File: config.mk
export PLATFORM = sky130hd
export DESIGN_NAME = dup_eliminator
export DESIGN_NICKNAME = d
export VERILOG_FILES = /design/src/rtl/dup_elim_pkg.sv /design/src/rtl/dup_elim_usec_timer.sv /design/src/rtl/dup_elim_link_table.sv /design/src/rtl/dup_elim_judge.sv /design/src/rtl/dup_eliminator.sv
export SDC_FILE = /design/constraint.sdc
export NUM_CORES = 1
export LEC_CHECK = 0
export CELL_PAD_IN_SITES_DETAIL_PLACEMENT = 1
export CELL_PAD_IN_SITES_GLOBAL_PLACEMENT = 1
export CORE_MARGIN = 4
export CORE_UTILIZATION = 54
export DETAILED_ROUTE_END_ITERATION = 10
export PLACE_DENSITY_LB_ADDON = 0.1
export SLEW_MARGIN = 20
export SYNTH_ARGS = -nofsm -noshare
export SYNTH_HDL_FRONTEND = slang
export SYNTH_SLANG_ARGS = --single-unit
File: constraint.sdc
create_clock -name clk -period 20.9 [get_ports clk]
set_input_delay 4.18 -clock clk [delete_from_list [all_inputs] [get_ports clk]]
set_output_delay 4.18 -clock clk [all_outputs]
set_load 0.005 [all_outputs]
File: src/rtl/dup_elim_pkg.sv
package dup_elim_pkg;

  typedef enum logic [1:0] {
    VERD_IDLE = 2'd0,
    VERD_FWD  = 2'd1,
    VERD_DROP = 2'd2
  } verdict_e;

  localparam int NUM_LANES = 2;

endpackage

File: src/rtl/dup_elim_usec_timer.sv
module dup_elim_usec_timer #(
  parameter int CYC_PER_US = 100,
  parameter int TW         = 16
) (
  input  logic          clk,
  input  logic          rst,
  output logic [TW-1:0] now_us
);
  localparam int PW = (CYC_PER_US > 1) ? $clog2(CYC_PER_US) : 1;
  localparam logic [PW-1:0] PRE_LAST = PW'(CYC_PER_US - 1);

  logic [PW-1:0] pre;

  always_ff @(posedge clk) begin
    if (rst) begin
      pre    <= '0;
      now_us <= '0;
    end else if (pre == PRE_LAST) begin
      pre    <= '0;
      now_us <= now_us + 1'b1;
    end else begin
      pre <= pre + 1'b1;
    end
  end
endmodule

File: src/rtl/dup_elim_link_table.sv
module dup_elim_link_table #(
  parameter int NLINK = 16,
  parameter int SEQW  = 8,
  parameter int TW    = 16,
  localparam int LINKW = $clog2(NLINK)
) (
  input  logic             clk,
  input  logic             rst,
  input  logic [LINKW-1:0] rd_a_link,
  output logic             rd_a_vld,
  output logic [SEQW-1:0]  rd_a_seq,
  output logic [TW-1:0]    rd_a_time,
  input  logic [LINKW-1:0] rd_b_link,
  output logic             rd_b_vld,
  output logic [SEQW-1:0]  rd_b_seq,
  output logic [TW-1:0]    rd_b_time,
  input  logic             wr_a_en,
  input  logic [LINKW-1:0] wr_a_link,
  input  logic [SEQW-1:0]  wr_a_seq,
  input  logic [TW-1:0]    wr_a_time,
  input  logic             wr_b_en,
  input  logic [LINKW-1:0] wr_b_link,
  input  logic [SEQW-1:0]  wr_b_seq,
  input  logic [TW-1:0]    wr_b_time
);
  logic [NLINK-1:0] vld_bits;
  logic [SEQW-1:0]  seq_mem  [NLINK];
  logic [TW-1:0]    time_mem [NLINK];

  // Valid bits need reset; the payload arrays do not, so they can map to RAM.
  always_ff @(posedge clk) begin
    if (rst) begin
      vld_bits <= '0;
    end else begin
      if (wr_a_en) vld_bits[wr_a_link] <= 1'b1;
      if (wr_b_en) vld_bits[wr_b_link] <= 1'b1;
    end
  end

  // Lane B is written last so it wins a same-link collision.
  always_ff @(posedge clk) begin
    if (wr_a_en) begin
      seq_mem[wr_a_link]  <= wr_a_seq;
      time_mem[wr_a_link] <= wr_a_time;
    end
    if (wr_b_en) begin
      seq_mem[wr_b_link]  <= wr_b_seq;
      time_mem[wr_b_link] <= wr_b_time;
    end
  end

  assign rd_a_vld  = vld_bits[rd_a_link];
  assign rd_a_seq  = seq_mem[rd_a_link];
  assign rd_a_time = time_mem[rd_a_link];
  assign rd_b_vld  = vld_bits[rd_b_link];
  assign rd_b_seq  = seq_mem[rd_b_link];
  assign rd_b_time = time_mem[rd_b_link];
endmodule

File: src/rtl/dup_elim_judge.sv
module dup_elim_judge
  import dup_elim_pkg::*;
#(
  parameter int SEQW = 8,
  parameter int TW   = 16
) (
  input  logic            in_vld,
  input  logic [SEQW-1:0] in_seq,
  input  logic            rec_vld,
  input  logic [SEQW-1:0] rec_seq,
  input  logic [TW-1:0]   rec_time,
  input  logic [TW-1:0]   now_us,
  input  logic [TW-1:0]   skew_us,
  output verdict_e        verdict
);
  logic [TW-1:0] elapsed;
  logic          is_dup;

  // Modulo 2^TW difference stays correct across a counter wrap.
  assign elapsed = now_us - rec_time;
  assign is_dup  = rec_vld && (in_seq == rec_seq) && (elapsed <= skew_us);

  always_comb begin
    if (!in_vld)     verdict = VERD_IDLE;
    else if (is_dup) verdict = VERD_DROP;
    else             verdict = VERD_FWD;
  end
endmodule

File: src/rtl/dup_eliminator.sv
module dup_eliminator
  import dup_elim_pkg::*;
#(
  parameter int NLINK      = 16,
  parameter int SEQW       = 8,
  parameter int TW         = 16,
  parameter int CYC_PER_US = 100,
  localparam int LINKW = $clog2(NLINK)
) (
  input  logic             clk,
  input  logic             rst,
  input  logic [TW-1:0]    cfg_skew_us,
  input  logic             in_a_valid,
  input  logic [LINKW-1:0] in_a_link,
  input  logic [SEQW-1:0]  in_a_seq,
  input  logic             in_b_valid,
  input  logic [LINKW-1:0] in_b_link,
  input  logic [SEQW-1:0]  in_b_seq,
  output logic             fwd_a_valid,
  output logic [LINKW-1:0] fwd_a_link,
  output logic [SEQW-1:0]  fwd_a_seq,
  output logic             drop_a,
  output logic             fwd_b_valid,
  output logic [LINKW-1:0] fwd_b_link,
  output logic [SEQW-1:0]  fwd_b_seq,
  output logic             drop_b
);
  logic [TW-1:0] now_us;

  logic             ln_vld  [NUM_LANES];
  logic [LINKW-1:0] ln_link [NUM_LANES];
  logic [SEQW-1:0]  ln_seq  [NUM_LANES];
  logic             rec_vld [NUM_LANES];
  logic [SEQW-1:0]  rec_seq [NUM_LANES];
  logic [TW-1:0]    rec_time[NUM_LANES];
  logic             tb_vld  [NUM_LANES];
  logic [SEQW-1:0]  tb_seq  [NUM_LANES];
  logic [TW-1:0]    tb_time [NUM_LANES];
  verdict_e         verd    [NUM_LANES];
  logic             o_fwd   [NUM_LANES];
  logic             o_drop  [NUM_LANES];
  logic [LINKW-1:0] o_link  [NUM_LANES];
  logic [SEQW-1:0]  o_seq   [NUM_LANES];

  assign ln_vld[0]  = in_a_valid;
  assign ln_link[0] = in_a_link;
  assign ln_seq[0]  = in_a_seq;
  assign ln_vld[1]  = in_b_valid;
  assign ln_link[1] = in_b_link;
  assign ln_seq[1]  = in_b_seq;

  dup_elim_usec_timer #(.CYC_PER_US(CYC_PER_US), .TW(TW)) u_timer (
    .clk(clk), .rst(rst), .now_us(now_us)
  );

  dup_elim_link_table #(.NLINK(NLINK), .SEQW(SEQW), .TW(TW)) u_table (
    .clk(clk), .rst(rst),
    .rd_a_link(ln_link[0]), .rd_a_vld(tb_vld[0]), .rd_a_seq(tb_seq[0]), .rd_a_time(tb_time[0]),
    .rd_b_link(ln_link[1]), .rd_b_vld(tb_vld[1]), .rd_b_seq(tb_seq[1]), .rd_b_time(tb_time[1]),
    .wr_a_en(verd[0] == VERD_FWD), .wr_a_link(ln_link[0]), .wr_a_seq(ln_seq[0]), .wr_a_time(now_us),
    .wr_b_en(verd[1] == VERD_FWD), .wr_b_link(ln_link[1]), .wr_b_seq(ln_seq[1]), .wr_b_time(now_us)
  );

  // Lane A sees the stored record; lane B sees it after lane A's update.
  always_comb begin
    rec_vld[0]  = tb_vld[0];
    rec_seq[0]  = tb_seq[0];
    rec_time[0] = tb_time[0];
    if (verd[0] == VERD_FWD && ln_link[0] == ln_link[1]) begin
      rec_vld[1]  = 1'b1;
      rec_seq[1]  = ln_seq[0];
      rec_time[1] = now_us;
    end else begin
      rec_vld[1]  = tb_vld[1];
      rec_seq[1]  = tb_seq[1];
      rec_time[1] = tb_time[1];
    end
  end

  for (genvar g = 0; g < NUM_LANES; g++) begin : g_lane
    dup_elim_judge #(.SEQW(SEQW), .TW(TW)) u_judge (
      .in_vld(ln_vld[g]), .in_seq(ln_seq[g]),
      .rec_vld(rec_vld[g]), .rec_seq(rec_seq[g]), .rec_time(rec_time[g]),
      .now_us(now_us), .skew_us(cfg_skew_us), .verdict(verd[g])
    );

    always_ff @(posedge clk) begin
      if (rst) begin
        o_fwd[g]  <= 1'b0;
        o_drop[g] <= 1'b0;
        o_link[g] <= '0;
        o_seq[g]  <= '0;
      end else begin
        o_fwd[g]  <= (verd[g] == VERD_FWD);
        o_drop[g] <= (verd[g] == VERD_DROP);
        if (ln_vld[g]) begin
          o_link[g] <= ln_link[g];
          o_seq[g]  <= ln_seq[g];
        end
      end
    end
  end

  assign fwd_a_valid = o_fwd[0];
  assign fwd_a_link  = o_link[0];
  assign fwd_a_seq   = o_seq[0];
  assign drop_a      = o_drop[0];
  assign fwd_b_valid = o_fwd[1];
  assign fwd_b_link  = o_link[1];
  assign fwd_b_seq   = o_seq[1];
  assign drop_b      = o_drop[1];
endmodule

Yosys cells after proc, flatten, opt, wreduce, memory -nomap -nowiden. Memories as Yosys holds them, arrays and structs flattened. Cells that the tools add are included.

Flip-flop bits (word level): 39. Bits in writable memories: 412. Input bits: 44. Output and inout port bits: 28. Word-level logic and storage cells: 84. Memories kept: 6.

$add $sub $neg: 4. Order comparisons: 6. Equal/unequal tests: 8. Muxes and demuxes: 39. Bitwise operators: 10. Reductions and logical operators: 8.

Memories: u_table.time_mem (words 16, bits a word 16, rd ports 2, clocked after memory_dff 0, wr ports 2, RTL line dup_elim_link_table.sv:28) `logic [TW-1:0] time_mem [NLINK];`; u_table.seq_mem (words 16, bits a word 8, rd ports 2, clocked after memory_dff 0, wr ports 2, RTL line dup_elim_link_table.sv:27) `logic [SEQW-1:0] seq_mem [NLINK];`; o_seq (words 2, bits a word 8, rd ports 2, clocked after memory_dff 0, wr ports 2, RTL line dup_eliminator.sv:43) `logic [SEQW-1:0] o_seq [NUM_LANES];`; o_link (words 2, bits a word 4, rd ports 2, clocked after memory_dff 0, wr ports 2, RTL line dup_eliminator.sv:42) `logic [LINKW-1:0] o_link [NUM_LANES];`; o_drop (words 2, bits a word 1, rd ports 2, clocked after memory_dff 0, wr ports 2, RTL line dup_eliminator.sv:41) `logic o_drop [NUM_LANES];`; o_fwd (words 2, bits a word 1, rd ports 2, clocked after memory_dff 0, wr ports 2, RTL line dup_eliminator.sv:40) `logic o_fwd [NUM_LANES];`.

Operators with widths (count): $mux 16 (4); $le 16x16->1 (2); $or 16x16->16 (2); $sub 16x16->16 (2); $mux 8 (3); $mux 1 (22); $add 16x1->16 const B (1); $eq 8x8->1 (2); $lt 4x5->1 const B (2); $bmux 1 s4 (2); $demux 1 s4 (2); $ge 4x1->1 const B (2); $mux 2 (4); $mux 4 (2); $or 1x1->1 (8); $add 7x1->7 const B (1); $eq 7x7->1 const B (1); $logic_and 1x1->1 (7); $eq 2x1->1 const B (2); $eq 2x2->1 const B (2); $eq 4x4->1 (1); $reduce_or 2->1 (1).

Depth between registers and ports, before layout.
Depth after elaboration: 17. Mapped depth: 55. Depth with buffers taken out: 46.

By module. Synthesis repeated with hierarchy kept, for this count alone.

Cells, all modules: 1971. Area, all modules: 28198.3 sq um.

Modules (own cells, without submodules): dup_elim_link_table (instances 1, cells each 1380, area an instance 22967.0 sq um, seq. area each 11851.4 sq um); dup_eliminator (instances 1, cells each 97, area an instance 1458.9 sq um, seq. area each 800.8 sq um); dup_elim_judge (g_lane[0].u_judge) (instances 1, cells each 190, area an instance 1402.6 sq um, seq. area each 0.0 sq um); dup_elim_judge (g_lane[1].u_judge) (instances 1, cells each 186, area an instance 1312.5 sq um, seq. area each 0.0 sq um); dup_elim_usec_timer (instances 1, cells each 118, area an instance 1057.3 sq um, seq. area each 460.4 sq um).

Least setup slack after synthesis. Ideal clock, no wire load.

Path kind: input to register. From: input port in_a_link[0]. To: memory u_table.seq_mem[15][0] (enable). Data arrival time: 15.933 ns. Required time: 20.590 ns. Path slack: 4.657 ns. Stages on the path: 53. Buffers on the path: 10. Cell sequence: buf_6 > buf_6 > buf_4 > buf_4 > buf_1 > buf_1 > mux4_2 > mux4_2 > ha_1 > fa_1 > nor2b_1 > o21ai_0 > a21boi_0 > o21ai_0 > a21boi_0 > o21ai_0 > a21boi_0 > o21ai_0 > [... 17 more ...] > o21bai_1 > a21oi_1 > nor2b_1 > o21ai_0 > nor2b_1 > xnor2_1 > ha_1 > a21o_1 > a21o_1 > a21o_1 > a21oi_1 > o21ai_0 > nor2b_1 > a211o_1 > buf_2 > buf_1 > a31oi_4 > or2_2.

RTL lines: from (decl) (RTL line dup_eliminator.sv:14) `input logic [LINKW-1:0] in_a_link,`; to (decl) (RTL line dup_elim_link_table.sv:27).

==> run_results.csv <==
group,metric,value,unit
synthesis,synthArstFlopShare,0,%
setup_path,worstSetupPathType,"in2reg",
route,vias_per_cell,6.940,
global_routing,grt_pass1_vias,16698,
synthesis,yosysSeqAreaShare,52.25,%
layout,stdcell_count,2272,
synthesis,syn_nets,1691,
synthesis,yosysWarnings,0,
route,ant_nets,0,
place,dp_hpwl,51950,microns
clock_tree,cts_setup_buffers,0,
route,wl_per_cell,34.15,microns
global_routing,grt_overflow_total,0,
timing,timing.final.ws_setup,3.946,ns
synthesis,yosys.area.top_type_share,48.82,%
clock_tree,cts_resized,0,
timing,totalNegativeSetupSlack,0,ns
timing,finalSetupViolCount,0,
min_path,whs_path_depth,1,
timing,rsz0062_at_grt,"no",
layout,stdcell_area,27880,sq um
min_path,worstHoldPathType,"reg2reg",
floorplan,start_util,54.95,%
route,detail_route.wirelength,77590,microns
run_status,status,"completed",
timing,fmax,58.98,MHz
synthesis,syn_avg_cell_area,15.87,sq um
global_routing,track_usage,31.25,%
place,portBuffers,71,
clock_tree,cts_buffer_depth,3,
synthesis,ys_types,67,
clock_tree,cts_root_buf,"clkbuf_16",
timing,min_period_over_period,81.12,%
layout,nNetsFinal,1744,
floorplan,core-area,45670,sq um
timing,slew_headroom,30.53,%
timing,tightestPinTransition,1.039,ns
clock_tree,clk_latency,0.60,ns
setup_path,worstPathRequired,21.11,ns
timing,whs,0.4511,ns
power_and_ir_drop,p_leak,9.483,nW
layout,areaGrowthSynthToFinish,11.09,%
clock_tree,cts_hold_buffers,0,
route,drc,0,
place,dp.cells,2184,
synthesis,ys_ff_latch,451,
synthesis,syn-cell-area,25100,sq um
setup_path,max_stage_delay,0.82,ns
power_and_ir_drop,p_total,2.180,mW
timing,finClkSkew,0.02118,ns
floorplan,die_y,223.6,microns
floorplan,die_w,223.6,microns
synthesis,synth_flop_cell,"edfxtp_1",
floorplan,fp.dieArea,49990,sq um
place,placed_area,26330,sq um
clock_tree,cts_buffers,48,
timing,final.min_clock_period,16.95,ns
power_and_ir_drop,ir_drop,0.06967,mV
synthesis,yosysMostFrequentCell,"edfxtp_1",
layout,drive_gt1_share,30.80,%
synthesis,postSynthCellCount,1581,
timing,slew_violations,0,
synthesis,synth-edff-count,408,
setup_path,cp-start-kind,"input port",
global_routing,grt_max_degree,47,
layout,final_util,61.05,%
layout,antennaDiodeCount,0,
route,num_vias,15767,
place,globalplace.congestion,0.9282,
synthesis,ys_top_cells_by_count,"408 x edfxtp_1, 228 x mux4_2, 110 x mux2_2",
floorplan,num_rows,78,
route,firstDrtPassIters,5,
floorplan,ioPinCount,72,
setup_path,arrival,17.16,ns
job,max_cap_viol_count,0,
clock_tree,clkTransAtPathRegs,0.06,ns
global_routing,antenna_found_initial,2,
setup_path,crit_top_cell,"o21ai_0",
setup_path,r2r_slack,8.39,ns
clock_tree,cts_sinks,451,
place,dp_slack,3.344,ns
setup_path,cp_max_fo,45,
clock_tree,cts_tree,"built",
setup_path,cp_slowest_cell,"buf_4",
synthesis,synth_top_area_cell,"edfxtp_1",
route,drt_iter0_markers,1757,
setup_path,r2r_cells,47,
power_and_ir_drop,power_density,78.18,nW/um^2
setup_path,setup.worst_path.end_class,"flop",
synthesis,synth_area_leaders,"edfxtp_1 49%, mux4_2 20%, mux2_2 4.9%",
timing,hold_viol,0,
global_routing,grt_pass1_wl,114500,microns
clock_tree,htreeDepth,2,
-- sequential cells by signal, indices dropped and copies added (netlist names) --
name              flops
o_seq                16
u_table.time_mem    256
o_link                8
o_fwd                 2
u_timer.now_us       16
u_table.seq_mem     128
u_table.vld_bits     16
o_drop                2
u_timer.pre           7
-- kinds of logic (layout without fill, tap and decap cells) --
| kind of cell | count (synthesis) | in the layout | share of synthesized area [%] |
|---|---|---|---|
| buffers and inverters | 166 | 257 | 2.936 |
| AOI/OAI and AO/OA | 153 | 153 | 5.300 |
| and+or+nand+nor | 276 | 276 | 5.613 |
| adders and majority gates | 66 | 66 | 3.350 |
| xor gates and xnor gates | 60 | 60 | 2.094 |
| DFF | 451 | 451 | 52.25 |
| muxes | 409 | 409 | 28.46 |
-- routing by layer --
layer / up-vias / routed length (microns) / global-route usage, %
met5: - / 13 / 0
met4: 2 / 4201 / 14.06
met3: 189 / 5521 / 5.216
met2: 825 / 38810 / 52.24
met1: 8264 / 29050 / 40.76
li1: 6487 / - / -
-- power by group --
group	internal (mW)	switching (mW)	leakage [nW]	total [mW]
registers	1.00	0.0139	4.17	1.02
clock network	0.493	0.364	0.759	0.857
logic	0.132	0.173	4.56	0.305
total	1.63	0.550	9.48	2.18
-- cell usage in the layout, fill, tap and decap left out, drive strengths merged, types with 43 or more instances in the layout --
cell and instances:
edfxtp 408, mux4 229, mux2 120, nor2 76, ha 64, clkdlybuf4s50 61
mux2i 60, inv 57, clkbuf 54, buf 54, dfxtp 43
-- critical path: cells and delay by family --
kind            cells  cell delay, ns
compound gates     27            5.85
buf+inv             5            2.02
fa+ha+maj           6            1.94
simple gates        7            1.51
mux                 3            1.34
xor+xnor            1            0.15
-- final timing paths --
| kind | start | end |
|---|---|---|
| hold reg to reg | u_timer.pre[0] | u_timer.pre[0] |
| setup reg to reg | u_table.time_mem[3][0] | u_table.time_mem[15][13] |
| hold / removal | u_timer.pre[0] | u_timer.pre[0] |
| setup / recovery | in_a_link[0] | u_table.time_mem[15][13] |
-- final cells by class --
class                   count  area, sq um
inverters                  54        202.7
repair buffers            115         1008
multi-input cells         964        11250
flip-flops and latches    451        13110
clock buffers              54         1255
well taps                 600        750.7
clock inverters            34        302.8
fillers                  4098        17790
(Power assumes the default switching activity.)
